==> src/rtl/ecam_pkg.sv <==
// Shared field widths, positions, request kinds and response codes
// for the configuration access decoder. Assumes the ECAM address layout.
package ecam_pkg;
    localparam int BUS_W    = 8;
    localparam int DEV_W    = 5;
    localparam int FUNC_W   = 3;
    localparam int REG_W    = 10;
    localparam int BUS_LSB  = 20;
    localparam int DEV_LSB  = 15;
    localparam int FUNC_LSB = 12;
    localparam int REG_LSB  = 2;
    localparam int NUM_BUSNUM = 3;                  // primary, secondary, subordinate
    localparam logic [REG_W-1:0] BUSNUM_DWORD = 10'd6;

    typedef enum logic [1:0] {
        KIND_LOCAL = 2'd0,
        KIND_TYPE0 = 2'd1,
        KIND_TYPE1 = 2'd2,
        KIND_UNSUP = 2'd3
    } cfg_kind_e;

    typedef struct packed {
        logic [BUS_W-1:0]  bus;
        logic [DEV_W-1:0]  dev;
        logic [FUNC_W-1:0] func;
        logic [REG_W-1:0]  reg_idx;
    } cfg_fields_t;

    localparam logic [1:0] RESP_OKAY   = 2'b00;
    localparam logic [1:0] RESP_SLVERR = 2'b10;
endpackage

==> src/rtl/ecam_addr_split.sv <==
// Splits an ECAM-format address into bus, device, function and dword index.
// Assumes ADDR_W >= 28; byte-offset bits and bits above the bus field are ignored.
module ecam_addr_split
    import ecam_pkg::*;
#(
    parameter int ADDR_W = 32
) (
    input  logic [ADDR_W-1:0] addr,
    output cfg_fields_t       fields
);
    localparam int TOP_LSB = BUS_LSB + BUS_W;

    // Field extraction
    assign fields.bus     = addr[BUS_LSB  +: BUS_W];
    assign fields.dev     = addr[DEV_LSB  +: DEV_W];
    assign fields.func    = addr[FUNC_LSB +: FUNC_W];
    assign fields.reg_idx = addr[REG_LSB  +: REG_W];

    // Bits deliberately left out of decoding
    logic unused_addr_bits;
    assign unused_addr_bits = ^{addr[ADDR_W-1:TOP_LSB], addr[REG_LSB-1:0]};
endmodule

==> src/rtl/ecam_route.sv <==
// Classifies a decoded access against the secondary and subordinate buses.
// Assumes bus 0 always belongs to the root port and the link is point-to-point.
module ecam_route
    import ecam_pkg::*;
(
    input  cfg_fields_t      fields,
    input  logic [BUS_W-1:0] sec_bus,
    input  logic [BUS_W-1:0] sub_bus,
    output cfg_kind_e        kind
);
    // Priority: local, directly attached bus, downstream range, refuse
    always_comb begin
        if (fields.bus == '0)
            kind = KIND_LOCAL;
        else if (fields.bus == sec_bus)
            kind = (fields.dev == '0) ? KIND_TYPE0 : KIND_UNSUP;
        else if (fields.bus > sec_bus && fields.bus <= sub_bus)
            kind = KIND_TYPE1;
        else
            kind = KIND_UNSUP;
    end
endmodule

==> src/rtl/ecam_bus_regs.sv <==
// Byte-wide bus-number registers with per-byte strobes.
// Assumes field i sits in byte lane i of the write data.
module ecam_bus_regs #(
    parameter int NUM_FIELDS = 3,
    parameter int FIELD_W    = 8,
    parameter int DATA_W     = 32
) (
    input  logic                          clk,
    input  logic                          rst_n,
    input  logic                          wr_en,
    input  logic [DATA_W/8-1:0]           wstrb,
    input  logic [DATA_W-1:0]             wdata,
    output logic [NUM_FIELDS*FIELD_W-1:0] value
);
    localparam int STRB_W = DATA_W / 8;

    for (genvar i = 0; i < NUM_FIELDS; i++) begin : g_field
        logic [FIELD_W-1:0] q;
        // Update one bus-number byte when its strobe is set
        always_ff @(posedge clk) begin
            if (!rst_n)
                q <= '0;
            else if (wr_en && wstrb[i])
                q <= wdata[i*FIELD_W +: FIELD_W];
        end
        assign value[i*FIELD_W +: FIELD_W] = q;
    end

    // Lanes without a bus-number field
    logic unused_lanes;
    assign unused_lanes = ^{wstrb[STRB_W-1:NUM_FIELDS], wdata[DATA_W-1:NUM_FIELDS*FIELD_W]};
endmodule

==> src/rtl/ecam_cfg_decoder.sv <==
// Root-side ECAM configuration access decoder. Accepts one AXI4-Lite access
// at a time, routes it as local, Type 0, Type 1 or refused, issues a
// one-cycle request to the link for Type 0/1 and answers after completion.
// Assumes DATA_W >= 32 and that the link returns exactly one completion.
module ecam_cfg_decoder
    import ecam_pkg::*;
#(
    parameter int ADDR_W = 32,
    parameter int DATA_W = 32
) (
    input  logic                clk,
    input  logic                rst_n,
    input  logic                awvalid,
    output logic                awready,
    input  logic [ADDR_W-1:0]   awaddr,
    input  logic                wvalid,
    output logic                wready,
    input  logic [DATA_W-1:0]   wdata,
    input  logic [DATA_W/8-1:0] wstrb,
    output logic                bvalid,
    input  logic                bready,
    output logic [1:0]          bresp,
    input  logic                arvalid,
    output logic                arready,
    input  logic [ADDR_W-1:0]   araddr,
    output logic                rvalid,
    input  logic                rready,
    output logic [DATA_W-1:0]   rdata,
    output logic [1:0]          rresp,
    output logic                cfg_req_valid,
    output logic [1:0]          cfg_req_kind,
    output logic                cfg_req_write,
    output logic [7:0]          cfg_req_bus,
    output logic [4:0]          cfg_req_dev,
    output logic [2:0]          cfg_req_func,
    output logic [9:0]          cfg_req_reg,
    output logic [DATA_W/8-1:0] cfg_req_be,
    output logic [DATA_W-1:0]   cfg_req_wdata,
    input  logic                cpl_valid,
    input  logic                cpl_err,
    input  logic [DATA_W-1:0]   cpl_data
);
    localparam int STRB_W  = DATA_W / 8;
    localparam int BNUM_W  = NUM_BUSNUM * BUS_W;

    typedef enum logic [1:0] {ST_IDLE, ST_WAIT, ST_RESP} state_e;

    state_e              state_q;
    logic                take_wr, take_rd, accept;
    logic [ADDR_W-1:0]   addr_sel;
    cfg_fields_t         fld;
    cfg_kind_e           kind_now;
    logic [BNUM_W-1:0]   busnum;
    logic [BUS_W-1:0]    sec_bus, sub_bus;
    logic                bus_wr;
    logic [DATA_W-1:0]   local_rdata;

    logic                req_valid_q;
    logic                is_wr_q;
    cfg_kind_e           kind_q;
    cfg_fields_t         fld_q;
    logic [STRB_W-1:0]   be_q;
    logic [DATA_W-1:0]   wdata_q;
    logic [1:0]          resp_q;
    logic [DATA_W-1:0]   rdata_q;

    // Write wins over read when both are offered while idle
    assign take_wr  = awvalid && wvalid;
    assign take_rd  = arvalid && !take_wr;
    assign accept   = (state_q == ST_IDLE) && (take_wr || take_rd);
    assign awready  = (state_q == ST_IDLE) && take_wr;
    assign wready   = (state_q == ST_IDLE) && take_wr;
    assign arready  = (state_q == ST_IDLE) && take_rd;
    assign addr_sel = take_wr ? awaddr : araddr;

    ecam_addr_split #(.ADDR_W(ADDR_W)) u_split (
        .addr   (addr_sel),
        .fields (fld)
    );

    assign sec_bus = busnum[BUS_W   +: BUS_W];
    assign sub_bus = busnum[2*BUS_W +: BUS_W];

    ecam_route u_route (
        .fields  (fld),
        .sec_bus (sec_bus),
        .sub_bus (sub_bus),
        .kind    (kind_now)
    );

    // Local write to the bus-number dword
    assign bus_wr = accept && take_wr && (kind_now == KIND_LOCAL)
                    && (fld.reg_idx == BUSNUM_DWORD);

    ecam_bus_regs #(
        .NUM_FIELDS (NUM_BUSNUM),
        .FIELD_W    (BUS_W),
        .DATA_W     (DATA_W)
    ) u_busregs (
        .clk   (clk),
        .rst_n (rst_n),
        .wr_en (bus_wr),
        .wstrb (wstrb),
        .wdata (wdata),
        .value (busnum)
    );

    // Local read data: bus numbers at dword 6, zero elsewhere
    always_comb begin
        local_rdata = '0;
        if (fld.reg_idx == BUSNUM_DWORD)
            local_rdata[BNUM_W-1:0] = busnum;
    end

    // Access sequencing: accept, optionally wait for completion, respond
    always_ff @(posedge clk) begin
        if (!rst_n) begin
            state_q     <= ST_IDLE;
            req_valid_q <= 1'b0;
            is_wr_q     <= 1'b0;
            kind_q      <= KIND_LOCAL;
            fld_q       <= '0;
            be_q        <= '0;
            wdata_q     <= '0;
            resp_q      <= RESP_OKAY;
            rdata_q     <= '0;
        end else begin
            case (state_q)
                ST_IDLE: begin
                    if (accept) begin
                        is_wr_q <= take_wr;
                        kind_q  <= kind_now;
                        fld_q   <= fld;
                        be_q    <= take_wr ? wstrb : '1;
                        wdata_q <= take_wr ? wdata : '0;
                        case (kind_now)
                            KIND_LOCAL: begin
                                state_q <= ST_RESP;
                                resp_q  <= RESP_OKAY;
                                rdata_q <= local_rdata;
                            end
                            KIND_UNSUP: begin
                                state_q <= ST_RESP;
                                resp_q  <= RESP_SLVERR;
                                rdata_q <= '1;
                            end
                            default: begin
                                state_q     <= ST_WAIT;
                                req_valid_q <= 1'b1;
                            end
                        endcase
                    end
                end
                ST_WAIT: begin
                    req_valid_q <= 1'b0;
                    if (cpl_valid) begin
                        state_q <= ST_RESP;
                        resp_q  <= cpl_err ? RESP_SLVERR : RESP_OKAY;
                        rdata_q <= cpl_err ? '1 : cpl_data;
                    end
                end
                ST_RESP: begin
                    if (is_wr_q ? bready : rready)
                        state_q <= ST_IDLE;
                end
                default: state_q <= ST_IDLE;
            endcase
        end
    end

    assign bvalid        = (state_q == ST_RESP) && is_wr_q;
    assign rvalid        = (state_q == ST_RESP) && !is_wr_q;
    assign bresp         = resp_q;
    assign rresp         = resp_q;
    assign rdata         = rdata_q;
    assign cfg_req_valid = req_valid_q;
    assign cfg_req_kind  = kind_q;
    assign cfg_req_write = is_wr_q;
    assign cfg_req_bus   = fld_q.bus;
    assign cfg_req_dev   = fld_q.dev;
    assign cfg_req_func  = fld_q.func;
    assign cfg_req_reg   = fld_q.reg_idx;
    assign cfg_req_be    = be_q;
    assign cfg_req_wdata = wdata_q;


    busy_no_ready_chk: assert property (@(posedge clk) disable iff (!rst_n)
        (bvalid || rvalid || cfg_req_valid) |-> !(awready || arready));

    req_pulse_chk: assert property (@(posedge clk) disable iff (!rst_n)
        cfg_req_valid |=> !cfg_req_valid);

    req_kind_chk: assert property (@(posedge clk) disable iff (!rst_n)
        cfg_req_valid |-> (cfg_req_kind == 2'd1 || cfg_req_kind == 2'd2));

    type0_dev_chk: assert property (@(posedge clk) disable iff (!rst_n)
        (cfg_req_valid && cfg_req_kind == 2'd1) |-> (cfg_req_dev == '0 && cfg_req_bus == sec_bus));

    type1_range_chk: assert property (@(posedge clk) disable iff (!rst_n)
        (cfg_req_valid && cfg_req_kind == 2'd2) |-> (cfg_req_bus > sec_bus && cfg_req_bus <= sub_bus));

    err_ones_chk: assert property (@(posedge clk) disable iff (!rst_n)
        (rvalid && rresp == RESP_SLVERR) |-> (rdata == {DATA_W{1'b1}}));

    write_first_chk: assert property (@(posedge clk) disable iff (!rst_n)
        (awvalid && wvalid) |-> !arready);

    bhold_chk: assert property (@(posedge clk) disable iff (!rst_n)
        (bvalid && !bready) |=> (bvalid && $stable(bresp)));

    rhold_chk: assert property (@(posedge clk) disable iff (!rst_n)
        (rvalid && !rready) |=> (rvalid && $stable(rresp) && $stable(rdata)));
endmodule

==> config.mk <==
export PLATFORM = sky130hd
export DESIGN_NAME = ecam_cfg_decoder
export DESIGN_NICKNAME = d
export VERILOG_FILES = /design/src/rtl/ecam_pkg.sv /design/src/rtl/ecam_addr_split.sv /design/src/rtl/ecam_route.sv /design/src/rtl/ecam_bus_regs.sv /design/src/rtl/ecam_cfg_decoder.sv
export SDC_FILE = /design/constraint.sdc
export NUM_CORES = 1
export LEC_CHECK = 0
export BUFFER_PORTS_ARGS = -buffer_cell sky130_fd_sc_hd__buf_2
export CAP_MARGIN = 30
export CORE_UTILIZATION = 44
export CTS_CLUSTER_SIZE = 40
export DETAILED_ROUTE_END_ITERATION = 7
export GPL_ROUTABILITY_DRIVEN = 0
export PLACE_DENSITY = 0.79
export SLEW_MARGIN = 20
export SYNTH_ARGS = -nofsm -noshare
export SYNTH_HDL_FRONTEND = slang
export SYNTH_SLANG_ARGS = --single-unit
==> constraint.sdc <==
create_clock -name clk -period 7.2 [get_ports clk]
set_input_delay 0.72 -clock clk [delete_from_list [all_inputs] [get_ports clk]]
set_output_delay 0.72 -clock clk [all_outputs]
set_load 0.005 [all_outputs]
Word-level counts from Yosys, hierarchy flattened
Cells that the tools add are included.
{ "classes": {"n_lt_le_gt_ge": 2, "n_reduce_logical": 27, "mux": 27, "eq_ne": 10} }
{ "op_table": {"columns": ["operator", "n"], "rows": [
  ["32-bit two-way mux", 4],
  ["32-bit case mux with 2 select lines", 2],
  ["28-bit two-way mux", 1],
  ["24-bit two-way mux", 1],
  ["2-bit two-way mux", 10],
  ["1-bit logical AND", 14],
  ["10-bit by 3-bit equality test with 1-bit output (second input constant)", 1],
  ["8-bit equality test", 1],
  ["8-bit greater-than comparator", 1],
  ["8-bit <= comparator", 1],
  ["8-bit zero test", 1],
  ["2-bit inequality test (second input constant)", 4],
  ["2-bit case mux with 2 select lines", 2],
  ["2-bit case mux with 3 select lines", 1],
  ["3-bit AND reduction", 2],
  ["5-bit zero test", 1],
  ["2-bit equality test (second input constant)", 2],
  ["2-bit zero test", 2],
  ["1-bit two-way mux", 4],
  ["4-bit two-way mux", 1],
  ["4-bit AND reduction", 1],
  ["3-bit by 1-bit inequality test with 1-bit output (second input constant)", 1],
  ["2-bit by 1-bit equality test with 1-bit output (second input constant)", 1],
  ["1-bit zero test", 2],
  ["other kinds (5)", 5]
]} }
{ "word_totals": {"wordCells": 81, "output_inout_bits": 107, "input_bits": 141, "regBits": 126} }

Depth between registers and ports, before layout
Gate-level depths: netlist of run 1.
{ "depth": {"depth_word": 12, "depth_mapped": 19, "depth_no_buf": 15} }

Cells and area by module
Synthesis of run 1 repeated with hierarchy kept, for this count alone.
{ "hier_totals": {"cells_unflattened": 693, "area_unflattened_um2": 6135.9} }
{ "modules_own_cells": {"columns": ["module", "cells_each", "seq_area_each_um2", "n_inst", "area_each_um2"], "rows": [
  ["ecam_cfg_decoder", 493, 2021.9, 1, 4425.5],
  ["ecam_bus_regs", 113, 480.5, 1, 1074.8],
  ["ecam_route", 61, 0.0, 1, 440.4],
  ["ecam_addr_split", 26, 0.0, 1, 195.2]
]} }

Worst setup path after synthesis of run 1
Ideal clock, no wire load.
{ "synth_path": {"kind": "input port to flip-flop", "from": "in awvalid", "to": "reg rdata_q[23], in the netlist rdata[23]", "t_required_ns": 7.074, "stages": 19, "arrival_ns": 3.697, "setup_ns": 0.126, "slack_ns": 3.377, "n_path_buf": 4, "path_cell_list": "and2_4 > buf_6 > clkbuf_1 > nand2_1 > nand2_1 > ha_1 > nor2b_1 > o211ai_1 > a21oi_1 > nor3_1 > o41ai_1 > ha_1 > nor2_1 > or3_1 > a21oi_2 > and2_1 > buf_2 > buf_2 > a31oi_1"} }
{ "synth_via": {"elab_chain_cells": 11, "elab_cells_between_ends": 26, "classes_between": "order compare: 2; eq/ne: 5; mux: 9; reduce/logical: 10"} }
{ "synth_lines": {"columns": ["item", "line_no", "source"], "rows": [
  ["from (decl)", "ecam_cfg_decoder.sv:13", "input logic awvalid,"],
  ["1-bit logical AND (*)", "ecam_cfg_decoder.sv:68", "assign take_wr = awvalid && wvalid;"],
  ["28-bit two-way mux (*)", "ecam_cfg_decoder.sv:74", "assign addr_sel = take_wr ? awaddr : araddr;"],
  ["named net addr_sel[21]", "ecam_cfg_decoder.sv:50", "logic [ADDR_W-1:0] addr_sel;"],
  ["8-bit greater-than comparator or 8-bit <= comparator (tied branches)", "ecam_route.sv:17", "else if (fields.bus > sec_bus && fields.bus <= sub_bus)"],
  ["1-bit logical AND", "ecam_route.sv:17", null],
  ["1-bit two-way mux", "ecam_route.sv:17", null],
  ["2-bit two-way mux", "ecam_route.sv:15", "else if (fields.bus == sec_bus)"],
  ["2-bit two-way mux (*)", "ecam_route.sv:13", "if (fields.bus == '0)"],
  ["2-bit equality test or 2-bit zero test (tied branches)", "ecam_cfg_decoder.sv:136", "case (kind_now)"],
  ["32-bit case mux with 2 select lines", "ecam_cfg_decoder.sv:136", null],
  ["32-bit two-way mux", "ecam_cfg_decoder.sv:130", "if (accept) begin"],
  ["32-bit case mux with 2 select lines", "ecam_cfg_decoder.sv:128", "case (state_q)"],
  ["to (signal assigned)", "ecam_cfg_decoder.sv:140", "rdata_q <= local_rdata;"],
  ["to (signal assigned)", "ecam_cfg_decoder.sv:159", "rdata_q <= cpl_err ? '1 : cpl_data;"],
  ["to (decl)", "ecam_cfg_decoder.sv:65", "logic [DATA_W-1:0] rdata_q;"]
]} }
Mark *: on every way through the listed nets, which the timed path passes. The rest lies on a longest branch. The select of a mux whose other input is x is not followed.
A chain may end at the register's enable or synchronous reset.

Worst setup path in the final report of run 1
{ "layout_path": {"from": "in awvalid", "to": "reg rdata_q[11], in the netlist rdata[11]"} }
{ "layout_via": {"elab_chain_cells": 11, "elab_cells_between_ends": 26, "classes_between": "order compare: 2; eq/ne: 5; mux: 9; reduce/logical: 10"} }
{ "layout_lines": {"columns": ["item", "line_no"], "rows": [
  ["1-bit logical AND (*)", "ecam_cfg_decoder.sv:68"],
  ["28-bit two-way mux", "ecam_cfg_decoder.sv:74"],
  ["8-bit greater-than comparator or 8-bit <= comparator (tied branches)", "ecam_route.sv:17"],
  ["1-bit logical AND", "ecam_route.sv:17"],
  ["1-bit two-way mux", "ecam_route.sv:17"],
  ["2-bit two-way mux", "ecam_route.sv:15"],
  ["2-bit two-way mux", "ecam_route.sv:13"],
  ["2-bit equality test or 2-bit zero test (tied branches)", "ecam_cfg_decoder.sv:136"],
  ["32-bit case mux with 2 select lines", "ecam_cfg_decoder.sv:136"],
  ["32-bit two-way mux", "ecam_cfg_decoder.sv:130"],
  ["32-bit case mux with 2 select lines", "ecam_cfg_decoder.sv:128"]
]} }
Every way passes the cells marked *; elsewhere a longest branch is shown, timed or not. The select of a mux whose other input is x is not followed.

==> results.sh, run 1 <==
export IMPL_seqPwrFrac_pct=39.1
export IMPL_die_h_um=115
export IMPL_cts_root_buf="clkbuf_16"
export IMPL_crit_slowest_cell="and2_1"
export IMPL_finClkSkew_ns=0.00573
export IMPL_clock_sinks=125
export IMPL_htree_levels=4
export IMPL_post_cts_buffers=0
export IMPL_syn_cell_area_mm2=0.00557
export IMPL_p_int_w=0.00149
export IMPL_slew_headroom_pct=47.1
export IMPL_core_area_mm2=0.0122
export IMPL_portBuffers=233
export IMPL_clk_latency_ns=0.41
export IMPL_hold_class="reg2reg"
export IMPL_p_switching_w=0.000565
export IMPL_synthArstFlopShare_pct=0
export IMPL_track_usage_pct=25.5
export IMPL_switching_share_pct=27.4
export IMPL_slew_viol_final=0
export IMPL_leakagePower_nw=3.28
export IMPL_final_hold_violation_count=0
export IMPL_clkPwrFrac_pct=43.2
export IMPL_critPathKind="in2reg"
export IMPL_syn_avg_cell_area_um2=8.20
export IMPL_rsz0062_at_grt="false"
export IMPL_grt_max_degree=91
export IMPL_die_x_um=115
export IMPL_maxCapViolations=0
export IMPL_ys_ff_latch=125
export IMPL_synth_edff_count=0
export IMPL_multi_input_area_mm2=0.00274
export IMPL_ctsResizeCount=0
export IMPL_pwr_density_cell_mw_per_mm2=277
export IMPL_setup_tns_ns=0
export IMPL_grt_pass1_wl_um=26000
export IMPL_grt_pass1_vias=5210
export IMPL_outcome="complete, no violations"
export IMPL_yosysSeqAreaShare_pct=44.9
export IMPL_synth_ff_type="dfxtp_1"
export IMPL_finalCritPeriodShare_pct=57.9
export IMPL_rows=40
export IMPL_drtAntennaViolNets=0
export IMPL_setup_viol=0
export IMPL_path_cells="buf_2, nand2_1, buf_4, mux2i_1, ha_1, nor2b_1, o211ai_1, a21oi_1, nor3_1, o41ai_1, ha_1, nor2_1, or3_1, a21oi_2, buf_4, and2_1, buf_8, a31oi_1"
export IMPL_cts_buffers=17
export IMPL_critPathMaxFanout=34
export IMPL_synth_cell_types=49
export IMPL_crit_path_max_incr_delay_ns=0.50
export IMPL_firstDrtPassIters=5
export IMPL_path_delay_family="simple AND/OR/NAND/NOR gates"
export IMPL_pwr_share_comb_pct=17.7
export IMPL_worstMarginPinSlew_ns=0.793
export IMPL_num_vias=5675
export IMPL_drc=0
export IMPL_seqCellArea_mm2=0.00250
export IMPL_syn_inst=679
export IMPL_die_area_mm2=0.0131
export IMPL_vdd_drop_max_uv=139
export IMPL_grt_ovfl_total=0
export IMPL_max_freq_mhz=240
export IMPL_crit_path_start_kind="input port"
export IMPL_critPathCaptureType="flip-flop"
export IMPL_utilization_pct=61.0
export IMPL_dpl_cell_count=1030
export IMPL_antenna_cells=0
export IMPL_cts_hold_buf=0
export IMPL_place_hpwl_um=11900
export IMPL_drt_first_iter_violations=447
export IMPL_cts_tree="done"
export IMPL_layout_drive_gt1_share_pct=32.7
export IMPL_syn2layout_area_growth_pct=33.2
export IMPL_wl_per_cell_um=15.7
export IMPL_clk_transition_reported_paths_ns=0.06
export IMPL_initial_core_util_pct=45.8
export IMPL_ios=248
export IMPL_yosysWarnings=0
export IMPL_p_total_w=0.00206
export IMPL_cts_buffer_depth=2
export IMPL_hold_slack_ns=0.456
export IMPL_arrival_ns=4.46
export IMPL_fin_crit_ns=4.17
export IMPL_nNetsFinal=1040
export IMPL_stdcell_count=1062
export IMPL_avgViaCountPerCell=5.34
export IMPL_required_ns=7.49
export IMPL_antenna_found_initial=0
export IMPL_fillers=1104
export IMPL_drt_total_wl_um=16700
export IMPL_path_buf_inv=4
per-stage QoR:
stage               area, um2  worst slack [ns]
global route             7420              2.73
floorplan                5570              3.38
global placement         6740              2.30
CTS                      7420              3.04
finish                   7420              3.03
detailed placement       6800              2.61
final cells by class:
| type | instances | area share, % |
|---|---|---|
| Sequential cell | 125 | 33.7 |
| Multi-Input combinational cell | 473 | 36.9 |
| Inverter | 23 | 1.16 |
| Timing Repair Buffer | 241 | 17.1 |
| Clock buffer | 20 | 6.16 |
| Tap cell | 168 | 2.83 |
| Clock inverter | 12 | 2.16 |
per-layer routing:
metal | track usage (%) | vias up | wire (um)
met3 | 5.93 | 25 | 890
met2 | 40.3 | 227 | 7870
li1 | - | 2805 | -
met5 | 0 | - | 0
met4 | 10.6 | 0 | 339
met1 | 33.6 | 2618 | 7610
cell usage after synthesis, drive strengths merged (6+ instances only):
cell type / count / area [um2]
nand2: 108 / 408
inv: 22 / 82.6
ha: 18 / 225
dfxtp: 125 / 2500
o31ai: 12 / 90.1
a22oi: 32 / 240
clkbuf: 43 / 163
nand4: 6 / 43.8
buf: 16 / 104
nor2b: 15 / 93.8
nor3: 11 / 55.1
nor4: 8 / 50.1
nor2: 64 / 243
a21oi: 20 / 104
a31oi: 25 / 156
o21ai: 48 / 240
nand3: 50 / 250
a311oi: 18 / 158
power groups by stage:
stage          clock, W  combinational [W]  sequential, W
4_1_cts        0.000899           0.000366       0.000805
2_1_floorplan         0           0.000193       0.000822
6_report       0.000889           0.000365       0.000805
5_1_grt        0.000931           0.000406       0.000813
3_5_place_dp          0           0.000363       0.000818
3_3_place_gp          0           0.000349       0.000815
tightest hold or removal path, stage by stage (launching register included):
cell     delay, ns
dfxtp_1       0.31
nand2_1       0.05
a21oi_1       0.05
cell usage in the layout, fill, tap and decap left out, types with 2 or more instances in the layout:
master      count
a31oi_1        25
clkbuf_8        2
a211oi_4        3
nor3_1         10
o211ai_1        2
o221a_2         4
mux2_2          2
inv_1          21
nor2b_1        14
bufinv_16       3
nor2_1         63
o31ai_1        12
ha_1           18
nor4_1          8
buf_4           5
nor4bb_1        3
dfxtp_1       125
clkinvlp_4      4
nand3_1        50
clkbuf_16      17
a311oi_1       18
buf_2         233
inv_2           2
conb_1          2
and2_1          2
a211oi_1        2
nand4_1         5
mux2i_1         3
nand2b_1        3
nand2_1       107
o21ai_0        47
a22oi_1        32
o41a_1          2
a21oi_1        19
inv_6           3
path summary, 6_finish.rpt:
| check | cells after the start | to | slack, ns | start |
|---|---|---|---|---|
| worst max-delay path | 18 | rdata[11]$_SDFFE_PN0P_ | 3.03 | awvalid |
| worst min-delay path | 2 | cfg_req_kind[1]$_SDFFE_PN0P_ | 0.46 | cfg_req_kind[1]$_SDFFE_PN0P_ |
| worst max register to register | 14 | rdata[11]$_SDFFE_PN0P_ | 3.54 | u_busregs.g_field[1].q[6]$_SDFFE_PN0P_ |
| worst min register to register | 2 | cfg_req_kind[1]$_SDFFE_PN0P_ | 0.46 | cfg_req_kind[1]$_SDFFE_PN0P_ |
cells by family (layout without fill, tap and decap cells):
logic type,after synthesis,after routing,share of synthesized area (%)
AO/OA/AOI/OAI,173,173,21.3
adder cells (fa/ha/maj),18,18,4.04
buffers and inverters,82,296,6.34
flip-flops,125,125,44.9
multiplexers,5,5,0.944
other,1,2,0.0673
AND/OR/NAND/NOR,275,275,22.4
Power figures use the tool's default switching activity.
==> run 2, diff against run 1 <==
==> constraint.sdc (replaced) <==
create_clock -name clk -period 3.9 [get_ports clk]
set_input_delay 0.39 -clock clk [delete_from_list [all_inputs] [get_ports clk]]
set_output_delay 0.39 -clock clk [all_outputs]
set_load 0.005 [all_outputs]
==> run 2 against run 1 <==
Effect of this change: first-iteration DRC count up 20%; worst setup slack worse by 2.5 ns; cell area up 0.46%; sequential share of layout area down 0.15 points; critical path depth down 1; critical endpoint is now rdata[10]$_SDFFE_PN0P_; sequential cell count unchanged; largest power group unchanged; register-to-register slack worse by 2.8 ns; via count up 0.79%; critical path type unchanged; clock power up 83%; clock skew up 0.0052 ns; sequential power up 85%; die area unchanged.
==> results.sh, run 2 (same netlist as run 1, synthesis figures left out) <==
export IMPL_syn2layout_area_growth_pct=33.8
export IMPL_grt_pass1_wl_um=25800
export IMPL_die_area_mm2=0.0131
export IMPL_portBuffers=233
export IMPL_wl_per_cell_um=15.6
export IMPL_hold_path_startpoint="wdata[3]"
export IMPL_ctsResizeCount=0
export IMPL_finalCritPeriodShare_pct=85.3
export IMPL_critPathMaxFanout=33
export IMPL_slew_headroom_pct=50.8
export IMPL_hold_class="in2reg"
export IMPL_die_h_um=115
export IMPL_cts_root_buf="clkbuf_16"
export IMPL_grt_max_degree=71
export IMPL_grt_pass1_vias=5236
export IMPL_arrival_ns=3.67
export IMPL_fin_crit_ns=3.33
export IMPL_path_depth=17
export IMPL_leakagePower_nw=3.30
export IMPL_path_cells="buf_2, nand2_1, nand2_1, nand2_1, ha_1, nor2b_1, o211ai_1, a21oi_1, nor3_1, o41ai_1, ha_1, nor2_1, or3_1, a21oi_2, buf_4, o21ai_0, a31oi_1"
export IMPL_maxCapViolations=0
export IMPL_stdcell_area_mm2=0.00745
export IMPL_whs_path_depth=3
export IMPL_setup_viol=0
export IMPL_firstDrtPassIters=5
export IMPL_switching_share_pct=27.7
export IMPL_layout_drive_gt1_share_pct=33.0
export IMPL_rows=40
export IMPL_crit_path_max_incr_delay_ns=0.41
export IMPL_p_switching_w=0.00105
export IMPL_place_hpwl_um=11900
export IMPL_seqPwrFrac_pct=39.2
export IMPL_outcome="complete, no violations"
export IMPL_track_usage_pct=25.4
export IMPL_avgViaCountPerCell=5.36
export IMPL_ios=248
export IMPL_placed_area_mm2=0.00684
export IMPL_setup_tns_ns=0
export IMPL_r2r_start="u_busregs.g_field[1].q[1]$_SDFFE_PN0P_"
export IMPL_drtAntennaViolNets=0
export IMPL_required_ns=4.24
export IMPL_mostFrequentLayoutCells="buf_2, dfxtp_1, nand2_1, nor2_1, nand3_1"
export IMPL_htree_levels=4
export IMPL_finClkSkew_ns=0.0110
export IMPL_clk_transition_reported_paths_ns=0.06
export IMPL_crit_path_start_kind="input port"
export IMPL_num_vias=5720
export IMPL_cts_buffer_depth=2
export IMPL_drt_total_wl_um=16600
export IMPL_post_cts_buffers=0
export IMPL_clk_latency_ns=0.42
export IMPL_slew_viol_final=0
export IMPL_pwr_share_comb_pct=17.9
export IMPL_die_x_um=115
export IMPL_cts_hold_buf=0
export IMPL_clkPwrFrac_pct=42.9
export IMPL_antenna_found_initial=0
export IMPL_crit_top_cell="nand2_1"
export IMPL_core_area_mm2=0.0122
export IMPL_fillers=1110
export IMPL_path_buf_inv=2
export IMPL_critPathKind="in2reg"
export IMPL_cts_buffers=17
export IMPL_clock_sinks=125
export IMPL_reg2reg_depth=14
export IMPL_antenna_cells=0
export IMPL_initial_core_util_pct=45.8
export IMPL_cts_tree="done"
export IMPL_final_hold_violation_count=0
export IMPL_pwr_density_cell_mw_per_mm2=509
export IMPL_drt_first_iter_violations=536
export IMPL_nNetsFinal=1045
export IMPL_path_delay_family="compound AO/OA/AOI/OAI gates"
export IMPL_worstMarginPinSlew_ns=0.739
export IMPL_crit_path_start="awvalid"
export IMPL_layout_commonest_cell="buf_2"
export IMPL_grt_ovfl_total=0
export IMPL_vdd_drop_max_uv=287
export IMPL_max_freq_mhz=301
export IMPL_p_int_w=0.00274
export IMPL_rsz0062_at_grt="false"
export IMPL_drc=0
export IMPL_crit_slowest_cell="o41ai_1"
export IMPL_critPathCaptureType="flip-flop"
## run 2: layout make-up
class	count	area [um2]	share of cell area [%]
flip-flops and latches	125	2500	33.6
inverters	23	86.3	1.16
repair buffers	246	1310	17.6
well taps	168	210	2.82
clock buffers	19	443	5.94
multi-input cells	473	2740	36.7
clock inverters	13	165	2.22
## run 2: metrics by stage
step	setup WS (ns)	instances	hold WS (ns)	total power (W)	util [%]
final	0.573	1067	0.204	0.00379	61.3
after detailed placement	0.207	1035	0.453	0.00219	56.3
after floorplan	0.407	680	0.436	0.00187	-
after CTS	0.588	1067	0.192	0.00380	61.3
after global routing	0.0997	1067	0.206	0.00396	61.3
after global placement	0.330	1033	0.442	0.00216	55.9
## run 2: worst min-delay path, cell delays in order
cell and delay, ns:
buf_2 0.09, nand3_1 0.05, o21ai_0 0.06
## run 2: per-layer routing
| metal | share of wire, % | GRT usage [%] | vias up |
|---|---|---|---|
| met3 | 6.9 | 6.67 | 35 |
| met5 | 0 | 0 | - |
| met4 | 2.4 | 10.6 | 0 |
| li1 | - | - | 2824 |
| met1 | 44 | 33.7 | 2641 |
| met2 | 46 | 39.2 | 220 |
## run 2: power by group through the flow
stage	Clock, W	Combinational, W	Sequential [W]
after floorplan	0	0.000355	0.00152
after global placement	0	0.000653	0.00151
after detailed placement	0	0.000677	0.00151
after CTS	0.00163	0.000681	0.00149
after global routing	0.00170	0.000759	0.00150
final	0.00163	0.000680	0.00149
## run 2: worst paths after layout
path	slack, ns	to
max	0.57	rdata[10]$_SDFFE_PN0P_
min	0.20	u_busregs.g_field[0].q[3]$_SDFFE_PN0P_
max reg2reg	0.75	rdata[10]$_SDFFE_PN0P_
min reg2reg	0.46	cfg_req_kind[1]$_SDFFE_PN0P_
==> run 3, diff against run 2 <==
--- a/config.mk
+++ b/config.mk
@@ -8,11 +8,13 @@
 export BUFFER_PORTS_ARGS = -buffer_cell sky130_fd_sc_hd__buf_2
 export CAP_MARGIN = 30
 export CORE_UTILIZATION = 44
+export CTS_CLUSTER_DIAMETER = 60
 export CTS_CLUSTER_SIZE = 40
 export DETAILED_ROUTE_END_ITERATION = 7
 export GPL_ROUTABILITY_DRIVEN = 0
-export PLACE_DENSITY = 0.79
+export PLACE_DENSITY = 0.78
 export SLEW_MARGIN = 20
 export SYNTH_ARGS = -nofsm -noshare
 export SYNTH_HDL_FRONTEND = slang
+export SYNTH_HIERARCHICAL = 1
 export SYNTH_SLANG_ARGS = --single-unit
==> run 3 against run 2 <==
Effect of this change: routed wire length grew 4.6%; highest routed layer is now met5; sequential cell count is the same; first-iteration DRC count shrank 49%; count of clock-buffer cells in the layout is the same; cell count shrank 0.94%; global-route usage shrank 0.70 points; cell area grew 2.4%; total power shrank 6.9%; worst hold slack gained 0.018 ns; clock skew shrank 0.00095 ns; critical path depth shrank 3; largest power group unchanged; worst setup slack lost 0.13 ns.
==> results.sh, run 3 <==
export IMPL_outcome="complete, no violations"
export IMPL_clkPwrFrac_pct=41.6
export IMPL_grtUsageMet2_pct=40.7
export IMPL_cts_tree="done"
export IMPL_antenna_found_initial=1
export IMPL_drc=0
export IMPL_leakagePower_nw=3.31
export IMPL_cts_hold_buf=0
export IMPL_critPathKind="in2reg"
export IMPL_firstDrtPassIters=5
export IMPL_setup_viol=0
export IMPL_die_x_um=119
export IMPL_hold_slack_ns=0.222
export IMPL_track_usage_pct=24.7
export IMPL_rows=42
export IMPL_vdd_drop_max_uv=267
export IMPL_rsz0062_at_grt="false"
export IMPL_grt_pass1_wl_um=27100
export IMPL_syn_avg_cell_area_um2=8.83
export IMPL_grt_pass1_vias=5265
export IMPL_finalCritPeriodShare_pct=88.6
export IMPL_whs_path_depth=3
export IMPL_slew_viol_final=0
export IMPL_clock_sinks=125
export IMPL_die_h_um=119
export IMPL_syn_inst=687
export IMPL_hold_end="rdata[28]$_SDFFE_PN0P_"
export IMPL_die_area_mm2=0.0143
export IMPL_setup_tns_ns=0
export IMPL_crit_path_start_kind="input port"
export IMPL_place_ws_ns=-0.161
export IMPL_num_vias=5534
export IMPL_ios=248
export IMPL_yosysWarnings=6
export IMPL_antenna_cells=0
export IMPL_worstMarginPinSlew_ns=0.872
export IMPL_clk_transition_reported_paths_ns=0.06
export IMPL_avgViaCountPerCell=5.24
export IMPL_layout_drive_gt1_share_pct=39.6
export IMPL_cts_root_buf="clkbuf_16"
export IMPL_pwr_density_cell_mw_per_mm2=462
export IMPL_required_ns=4.18
export IMPL_seqPwrFrac_pct=41.2
export IMPL_drt_first_iter_violations=275
export IMPL_final_hold_violation_count=0
export IMPL_max_freq_mhz=289
export IMPL_slew_headroom_pct=41.5
export IMPL_post_cts_buffers=0
export IMPL_setup_ws_ns=0.445
export IMPL_utilization_pct=57.2
export IMPL_cts_buffer_depth=2
export IMPL_p_switching_w=0.000971
export IMPL_pwr_share_comb_pct=17.2
export IMPL_cts_buffers=17
export IMPL_htree_levels=4
export IMPL_critPathCaptureType="flip-flop"
export IMPL_core_area_mm2=0.0133
export IMPL_arrival_ns=3.73
export IMPL_wl_per_cell_um=16.5
export IMPL_critPathMaxFanout=16
export IMPL_syn2layout_area_growth_pct=25.8
export IMPL_initial_core_util_pct=45.5
export IMPL_use_met3_pct=6.18
export IMPL_reg2reg_depth=12
export IMPL_layout_commonest_cell="buf_2"
export IMPL_r2r_slack_ns=0.85
export IMPL_drtAntennaViolNets=0
export IMPL_hold_class="in2reg"
export IMPL_grt_busiest_layer="met2"
export IMPL_place_hpwl_um=12600
export IMPL_finClkSkew_ns=0.0100
export IMPL_drt_total_wl_um=17400
export IMPL_r2r_start="u_busregs/g_field[1].q[1]$_SDFFE_PN0P_"
export IMPL_portBuffers=233
export IMPL_maxCapViolations=0
export IMPL_grt_max_degree=61
export IMPL_fin_crit_ns=3.45
export IMPL_clk_latency_ns=0.41
export IMPL_grt_ovfl_total=0
export IMPL_p_int_w=0.00256
export IMPL_grt_use_met1_pct=31.3
export IMPL_syn_cell_area_mm2=0.00607
export IMPL_r2r_end="rdata[3]$_SDFFE_PN0P_"
export IMPL_mostFrequentLayoutCells="buf_2, dfxtp_1, nand2_1, o21ai_0, a22oi_1"
export IMPL_nNetsFinal=1027
export IMPL_hold_path_startpoint="cpl_data[28]"
export IMPL_switching_share_pct=27.5
-- run 3: critical path, stage by stage --
cell and delay, ns:
buf_2 0.10, and2_1 0.26, buf_12 0.16, mux2_2 0.37, ha_1 0.35, a21oi_1 0.17
a21oi_1 0.09, a2111o_1 0.38, a31oi_1 0.28, ha_1 0.23, nor3_1 0.08, a2111oi_4 0.26
and3_2 0.49, a21oi_1 0.12
-- run 3: repair_timing --
item                                    CTS  global route
gates resized for setup                   0             1
hold endpoints to repair                  0             0
endpoints found under the setup margin    0             4
-- run 3: stage by stage --
step / power (W) / std cells / area, um2
6_report: 0.00353 / 1057 / 7630
5_1_grt: 0.00371 / 1057 / 7630
4_1_cts: 0.00356 / 1057 / 7630
3_5_place_dp: 0.00209 / 1025 / 7070
3_3_place_gp: 0.00208 / 1025 / 7070
2_1_floorplan: 0.00183 / 688 / 6080
-- run 3: power by group through the flow --
stage                     Sequential [W]  Clock (W)  Combinational, W
after detailed placement         0.00148          0          0.000609
after floorplan                  0.00148          0          0.000351
after global placement           0.00147          0          0.000601
after global routing             0.00147    0.00157          0.000674
final                            0.00145    0.00147          0.000608
after CTS                        0.00145    0.00150          0.000611
-- run 3: area by class of cell --
class	instances	area, um2
Clock buffer	19	443
Clock inverter	13	118
Fill cell	1237	5720
Inverter	18	67.6
Multi-Input combinational cell	458	2990
Sequential cell	125	2500
Tap cell	176	220
Timing Repair Buffer	248	1290
-- run 3: how the worst max path moves through the flow --
stage	start	to	slack [ns]	cells after the start
global placement	awvalid	rdata[26]$_SDFFE_PN0P_	-0.10	14
detailed placement	awvalid	rdata[3]$_SDFFE_PN0P_	-0.16	14
CTS	awvalid	rdata[3]$_SDFFE_PN0P_	0.25	14
floorplan	awvalid	rdata[24]$_SDFFE_PN0P_	0.10	18
finish	awvalid	rdata[3]$_SDFFE_PN0P_	0.45	14
global route	awvalid	rdata[3]$_SDFFE_PN0P_	0.24	14
-- run 3: per-layer routing --
| layer | up-vias | wire length, um |
|---|---|---|
| li1 | 2752 | - |
| met1 | 2553 | 7880 |
| met2 | 215 | 8240 |
| met3 | 12 | 1130 |
| met5 | - | 10 |
| met4 | 2 | 155 |
